File: src/rtl/lrq_pkg.sv
package lrq_pkg;
   localparam int TYPE_W = 3;

   localparam logic [TYPE_W-1:0] TY_IMM = 3'b000;
   localparam logic [TYPE_W-1:0] TY_ARB = 3'b011;
   localparam logic [TYPE_W-1:0] TY_RD  = 3'b100;
   localparam logic [TYPE_W-1:0] TY_WR  = 3'b101;

   typedef enum logic [2:0] {
      K_IMM    = 3'd0,
      K_FAIR   = 3'd1,
      K_URGENT = 3'd2,
      K_READ   = 3'd3,
      K_WRITE  = 3'd4
   } lrq_kind_e;

   typedef enum logic [1:0] {
      ST_IDLE,
      ST_TYPE,
      ST_BODY,
      ST_STOP
   } lrq_state_e;
endpackage

File: src/rtl/lrq_shift_in.sv
module lrq_shift_in #(
   parameter int W = 12
) (
   input  logic         clk,
   input  logic         rst_n,
   input  logic         clr,
   input  logic         en,
   input  logic         din,
   output logic [W-1:0] q
);
   generate
      if (W < 1) begin : g_bad_w
         $error("lrq_shift_in: W must be at least 1");
      end
      if (W == 1) begin : g_single
         always_ff @(posedge clk or negedge rst_n) begin
            if (!rst_n)   q <= '0;
            else if (clr) q <= '0;
            else if (en)  q <= din;
         end
      end else begin : g_multi
         always_ff @(posedge clk or negedge rst_n) begin
            if (!rst_n)   q <= '0;
            else if (clr) q <= '0;
            else if (en)  q <= {q[W-2:0], din};
         end
      end
   endgenerate
endmodule

File: src/rtl/lrq_type_map.sv
module lrq_type_map
   import lrq_pkg::*;
#(
   parameter int CNT_W   = 5,
   parameter int ARB_LEN = 6,
   parameter int RD_LEN  = 4,
   parameter int WR_LEN  = 12
) (
   input  logic [TYPE_W-1:0] typ,
   output logic              legal,
   output logic [CNT_W-1:0]  len_m1
);
   always_comb begin
      legal  = 1'b1;
      len_m1 = '0;
      unique case (typ)
         TY_IMM, TY_ARB: len_m1 = CNT_W'(ARB_LEN - 1);
         TY_RD:          len_m1 = CNT_W'(RD_LEN - 1);
         TY_WR:          len_m1 = CNT_W'(WR_LEN - 1);
         default:        legal  = 1'b0;
      endcase
   end
endmodule

File: src/rtl/lrq_classify.sv
module lrq_classify
   import lrq_pkg::*;
#(
   parameter int PRIO_W = 4,
   parameter int ADDR_W = 4,
   parameter int DATA_W = 8,
   parameter int BODY_W = 12
) (
   input  logic [TYPE_W-1:0] typ,
   input  logic [BODY_W-1:0] body,
   output lrq_kind_e         kind,
   output logic [PRIO_W-1:0] prio,
   output logic [ADDR_W-1:0] addr,
   output logic [DATA_W-1:0] data,
   output logic              bad_prio
);
   always_comb begin
      kind     = K_IMM;
      prio     = '0;
      addr     = '0;
      data     = '0;
      bad_prio = 1'b0;
      unique case (typ)
         TY_IMM: begin
            prio = body[PRIO_W-1:0];
         end
         TY_ARB: begin
            prio = body[PRIO_W-1:0];
            if (prio == '0)      kind     = K_FAIR;
            else if (&prio)      bad_prio = 1'b1;
            else                 kind     = K_URGENT;
         end
         TY_RD: begin
            kind = K_READ;
            addr = body[ADDR_W-1:0];
         end
         TY_WR: begin
            kind = K_WRITE;
            addr = body[ADDR_W+DATA_W-1:DATA_W];
            data = body[DATA_W-1:0];
         end
         default: ;
      endcase
   end
endmodule

File: src/rtl/lrq_frame_decoder.sv
module lrq_frame_decoder
   import lrq_pkg::*;
#(
   parameter int SPD_W  = 2,
   parameter int PRIO_W = 4,
   parameter int ADDR_W = 4,
   parameter int DATA_W = 8
) (
   input  logic              clk,
   input  logic              rst_n,
   input  logic              req_line,
   output logic              out_valid,
   output logic              out_err,
   output logic [2:0]        out_kind,
   output logic [PRIO_W-1:0] out_prio,
   output logic [ADDR_W-1:0] out_addr,
   output logic [DATA_W-1:0] out_data
);
   localparam int ARB_LEN = SPD_W + PRIO_W;
   localparam int RD_LEN  = ADDR_W;
   localparam int WR_LEN  = ADDR_W + DATA_W;
   localparam int MAX_AR  = (ARB_LEN > RD_LEN) ? ARB_LEN : RD_LEN;
   localparam int BODY_W  = (MAX_AR > WR_LEN) ? MAX_AR : WR_LEN;
   localparam int CNT_W   = $clog2(BODY_W + TYPE_W + 1);

   generate
      if (SPD_W < 1)  begin : g_bad_spd  $error("SPD_W must be at least 1");  end
      if (PRIO_W < 2) begin : g_bad_prio $error("PRIO_W must be at least 2"); end
      if (ADDR_W < 1) begin : g_bad_addr $error("ADDR_W must be at least 1"); end
      if (DATA_W < 1) begin : g_bad_data $error("DATA_W must be at least 1"); end
   endgenerate

   lrq_state_e          state_q;
   logic [CNT_W-1:0]    cnt_q;
   logic [TYPE_W-1:0]   typ_q;
   logic [TYPE_W-1:0]   typ_nx;
   logic                map_legal;
   logic [CNT_W-1:0]    map_len_m1;
   logic [BODY_W-1:0]   body_q;
   logic                shift_clr;
   logic                shift_en;
   lrq_kind_e           cls_kind;
   logic [PRIO_W-1:0]   cls_prio;
   logic [ADDR_W-1:0]   cls_addr;
   logic [DATA_W-1:0]   cls_data;
   logic                cls_bad;

   assign typ_nx    = {typ_q[TYPE_W-2:0], req_line};
   assign shift_clr = (state_q == ST_IDLE) && req_line;
   assign shift_en  = (state_q == ST_BODY);

   lrq_type_map #(
      .CNT_W   (CNT_W),
      .ARB_LEN (ARB_LEN),
      .RD_LEN  (RD_LEN),
      .WR_LEN  (WR_LEN)
   ) i_map (
      .typ    (typ_nx),
      .legal  (map_legal),
      .len_m1 (map_len_m1)
   );

   lrq_shift_in #(.W(BODY_W)) i_body (
      .clk   (clk),
      .rst_n (rst_n),
      .clr   (shift_clr),
      .en    (shift_en),
      .din   (req_line),
      .q     (body_q)
   );

   lrq_classify #(
      .PRIO_W (PRIO_W),
      .ADDR_W (ADDR_W),
      .DATA_W (DATA_W),
      .BODY_W (BODY_W)
   ) i_cls (
      .typ      (typ_q),
      .body     (body_q),
      .kind     (cls_kind),
      .prio     (cls_prio),
      .addr     (cls_addr),
      .data     (cls_data),
      .bad_prio (cls_bad)
   );

   always_ff @(posedge clk or negedge rst_n) begin
      if (!rst_n) begin
         state_q   <= ST_IDLE;
         cnt_q     <= '0;
         typ_q     <= '0;
         out_valid <= 1'b0;
         out_err   <= 1'b0;
         out_kind  <= '0;
         out_prio  <= '0;
         out_addr  <= '0;
         out_data  <= '0;
      end else begin
         out_valid <= 1'b0;
         out_err   <= 1'b0;
         unique case (state_q)
            ST_IDLE: begin
               if (req_line) begin
                  state_q <= ST_TYPE;
                  cnt_q   <= CNT_W'(TYPE_W - 1);
                  typ_q   <= '0;
               end
            end
            ST_TYPE: begin
               typ_q <= typ_nx;
               if (cnt_q == '0) begin
                  if (!map_legal) begin
                     out_err <= 1'b1;
                     state_q <= ST_IDLE;
                  end else begin
                     cnt_q   <= map_len_m1;
                     state_q <= ST_BODY;
                  end
               end else begin
                  cnt_q <= cnt_q - CNT_W'(1);
               end
            end
            ST_BODY: begin
               if (cnt_q == '0) state_q <= ST_STOP;
               else             cnt_q   <= cnt_q - CNT_W'(1);
            end
            ST_STOP: begin
               state_q <= ST_IDLE;
               if (req_line || cls_bad) begin
                  out_err <= 1'b1;
               end else begin
                  out_valid <= 1'b1;
                  out_kind  <= cls_kind;
                  out_prio  <= cls_prio;
                  out_addr  <= cls_addr;
                  out_data  <= cls_data;
               end
            end
            default: state_q <= ST_IDLE;
         endcase
      end
   end
endmodule

File: config.mk
export PLATFORM = sky130hd
export DESIGN_NAME = lrq_frame_decoder
export DESIGN_NICKNAME = d
export VERILOG_FILES = /design/src/rtl/lrq_pkg.sv /design/src/rtl/lrq_shift_in.sv /design/src/rtl/lrq_type_map.sv /design/src/rtl/lrq_classify.sv /design/src/rtl/lrq_frame_decoder.sv
export SDC_FILE = /design/constraint.sdc
export NUM_CORES = 1
export LEC_CHECK = 0
export ABC_AREA = 0
export BUFFER_PORTS_ARGS = -buffer_cell sky130_fd_sc_hd__buf_2
export CORE_ASPECT_RATIO = 0.8
export CORE_UTILIZATION = 44
export CTS_CLUSTER_SIZE = 8
export DETAILED_ROUTE_END_ITERATION = 10
export SYNTH_ARGS = -nofsm -noshare
export SYNTH_HDL_FRONTEND = slang
export SYNTH_HIERARCHICAL = 1
export SYNTH_SLANG_ARGS = --single-unit
File: constraint.sdc
create_clock -name clk -period 5.05 [get_ports clk]
set_input_delay 0.2525 -clock clk [delete_from_list [all_inputs] [get_ports clk]]
set_output_delay 0.2525 -clock clk [all_outputs]
set_load 0.005 [all_outputs]
==> results.sh <==
export IMPL_status="complete, no violations"
export IMPL_async_flop_share_pct=100.0
export IMPL_dr_pass1_iters=4
export IMPL_syn_num_nets=202
export IMPL_io_pins=24
export IMPL_layout_setup_ws_ns=2.854
export IMPL_die_y_um=64.90
export IMPL_syn_to_final_growth_pct=11.21
export IMPL_grt_use_met3_pct=4.225
export IMPL_min_period_ns=2.196
export IMPL_antenna_found_initial=0
export IMPL_timing_max_transition_violations_final=0
export IMPL_regToRegEndpoint="out_data[0]"
export IMPL_cts_root_buf="clkbuf_8"
export IMPL_switchingPower_mw=0.4635
export IMPL_nFillCells=432
export IMPL_post_drt_wl_per_cell_um=14.57
export IMPL_regArea_um2=1051
export IMPL_synth_warnings=6
export IMPL_fmaxAchievable_mhz=455.3
export IMPL_worstPathCellList="nand3b_1 > nor2_1 > nor3b_2 > buf_4 > mux2_2"
export IMPL_arrival_ns=2.37
export IMPL_cts_resized=0
export IMPL_grt_busiest_layer="met1"
export IMPL_io_buffer_count=23
export IMPL_yosysSeqAreaShare_pct=48.30
export IMPL_cts_hold_buf=0
export IMPL_cp_max_fo=15
export IMPL_cp_start_kind="flip-flop"
export IMPL_setup_tns_final_ns=0
export IMPL_netlist_instances=192
export IMPL_htree_levels=2
export IMPL_vias=1436
export IMPL_slew_headroom_pct=39.14
export IMPL_die_w_um=80.62
export IMPL_synth_cell_types=39
export IMPL_grtUsageMet2_pct=25.42
export IMPL_row_count=22
export IMPL_crit_path_top_delay_cell="dfrtp_1"
export IMPL_avgSynthCellArea_um2=11.33
export IMPL_grt_max_degree=43
export IMPL_cp_num_cells=5
export IMPL_p_leak_nw=1.189
export IMPL_hold_viol_final=0
export IMPL_postCtsSetupBuffers=0
export IMPL_grt_use_met1_pct=26.83
export IMPL_synthTopCellsByCount="dfrtp_1, nor2_1, mux2_2, mux2i_1, inv_1"
export IMPL_synthesis_area_um2=2176
export IMPL_ys_ff_latch=42
export IMPL_synth_top_cell_by_area="dfrtp_1"
export IMPL_grt_pass1_wl_um=7051
export IMPL_core_um2=4679
export IMPL_worstMarginPinSlew_ns=0.9129
export IMPL_initial_utilization_pct=46.50
export IMPL_nNetsFinal=225
export IMPL_clkTransAtPathRegs_ns=0.08
export IMPL_wirelength_um=4021
export IMPL_switching_share_pct=38.23
export IMPL_cp_end_kind="flip-flop"
export IMPL_ys_flop_type="dfrtp_1"
export IMPL_drtIter0Drc=128
export IMPL_drive_gt1_share_pct=27.31
export IMPL_rsz0062_at_grt="false"
export IMPL_clockBufferDepth=2
export IMPL_dieArea_um2=5232
export IMPL_cp_required_ns=5.23
export IMPL_reg2regPathDepth=5
export IMPL_synth_most_common_cell="dfrtp_1"
export IMPL_tritoncts="yes"
export IMPL_clock_power_share_pct=18.2
export IMPL_dpl_worst_slack_ns=2.870
export IMPL_ir_drop_mv=0.1842
export IMPL_cp_num_buf_inv=1
export IMPL_worstSetupPathType="flip-flop to flip-flop"
export IMPL_comb_power_share_pct=40.9
export IMPL_clock_skew_ns=0.009521
export IMPL_dp_hpwl_um=2853
export IMPL_min_path_type="input pin to async pin"
export IMPL_r2r_slack_ns=2.85
export IMPL_multi_input_area_um2=1046
export IMPL_synth_area_leaders="dfrtp_1, mux2_2, mux2i_1, ha_1, nor2_1"
export IMPL_slowest_delay_ns=0.61
export IMPL_viasPerCell=5.203
export IMPL_grt_pass1_vias=1408
export IMPL_synth_edff_count=0
export IMPL_grtUsageTotal_pct=17.95
export IMPL_post_route_drc_count=0
export IMPL_netlist_area_leader_share_pct=48.30
export IMPL_timing_rr_start="typ_q[0]"
export IMPL_seqPwrFrac_pct=40.9
export IMPL_insertion_delay_ns=0.29
export IMPL_period_share_pct=43.49
export IMPL_cts_buffers=5
export IMPL_cp_top_family="simple AND/OR/NAND/NOR gates"
export IMPL_powerDensity_nw_per_um2=501.0
export IMPL_cts_sinks=42
export IMPL_ant_nets=0
export IMPL_place_gp_congestion=0.7381
export IMPL_diodes=0
export IMPL_grt_overflow=0
export IMPL_internal_power_mw=0.7489
export IMPL_setup_viol=0
export IMPL_cap_violations=0
## routing by layer
metal	routed length, um	share of wire, %	up-vias
met3	129	3.2	4
li1	-	-	715
met2	1688	42	25
met5	0	0	-
met4	44	1.1	0
met1	2158	54	692
## worst max path at each step
stage,from,slack [ns],end
after detailed placement,typ_q[0],2.87,out_data[6]
final,typ_q[0],2.85,out_data[0]
after CTS,typ_q[0],2.86,out_prio[3]
after global routing,typ_q[0],2.73,out_data[4]
after floorplan,typ_q[0],3.34,out_addr[0]
after global placement,typ_q[0],2.98,out_prio[3]
## power by group through the flow
stage / clock, mW / sequential, mW / combinational [mW]
after detailed placement: 0 / 0.502 / 0.496
final: 0.221 / 0.496 / 0.496
after CTS: 0.230 / 0.496 / 0.498
after global routing: 0.245 / 0.510 / 0.561
after global placement: 0 / 0.495 / 0.486
after floorplan: 0 / 0.474 / 0.410
## metrics by stage
step / instances / utilization (%) / hold WS, ns / cell area, um^2 / power (mW)
after floorplan: 192 / - / -0.04309 / 2176 / 0.8835
after global placement: 268 / 49.76 / 0.4282 / 2328 / 0.9812
after detailed placement: 268 / 49.76 / 0.4429 / 2328 / 0.9981
after CTS: 276 / 51.71 / 0.1216 / 2420 / 1.224
after global routing: 276 / 51.71 / 0.1596 / 2420 / 1.315
final: 276 / 51.71 / 0.08351 / 2420 / 1.212
## final cells by class
cell class	instances	area share, %
flip-flops and latches	42	43.43
well taps	60	3.102
repair buffers	24	5.067
inverters	9	1.396
clock buffers	7	3.568
clock inverters	1	0.2068
multi-input cells	133	43.23
## state kept, by name, summed over array words and instances, names as in the netlist, 3 cells and up, named ones only
register,flops
out_addr,4
i_body/q,12
out_data,8
typ_q,3
cnt_q,4
out_prio,4
out_kind,3
## cells by family after synthesis
group                      Yosys count  share of synthesized area (%)
and+or+nand+nor                     58                          15.35
DFF                                 42                          48.30
muxes                               38                          18.57
AOI/OAI and AO/OA                   26                          8.281
buffers and inverters               17                          3.852
adders and majority gates            7                          4.025
xor gates and xnor gates             4                          1.610
## placed cells by master (no fill, tap or decap), types with 2 or more instances in the layout
cell,Yosys,layout
a21oi_1,6,6
a32o_1,2,2
and2_1,8,8
buf_2,4,23
clkbuf_8,0,6
dfrtp_1,42,42
ha_1,7,7
inv_1,9,9
mux2_2,19,19
mux2i_1,19,19
nand2_1,4,4
nand2b_1,3,3
nand3_1,4,4
nor2_1,20,20
nor2b_1,2,2
nor3b_1,5,4
nor4_1,2,2
o21a_1,4,4
o21ai_0,6,6
o21ai_1,2,2
o2bb2ai_1,2,2
xnor2_1,2,2
xor2_1,2,2
## worst register-to-register path, cell delays in order, from the launching register on
cell	delay (ns)
dfrtp_1	0.61
nand3b_1	0.28
nor2_1	0.09
nor3b_2	0.43
buf_4	0.32
mux2_2	0.36
Power figures use the tool's default switching activity.
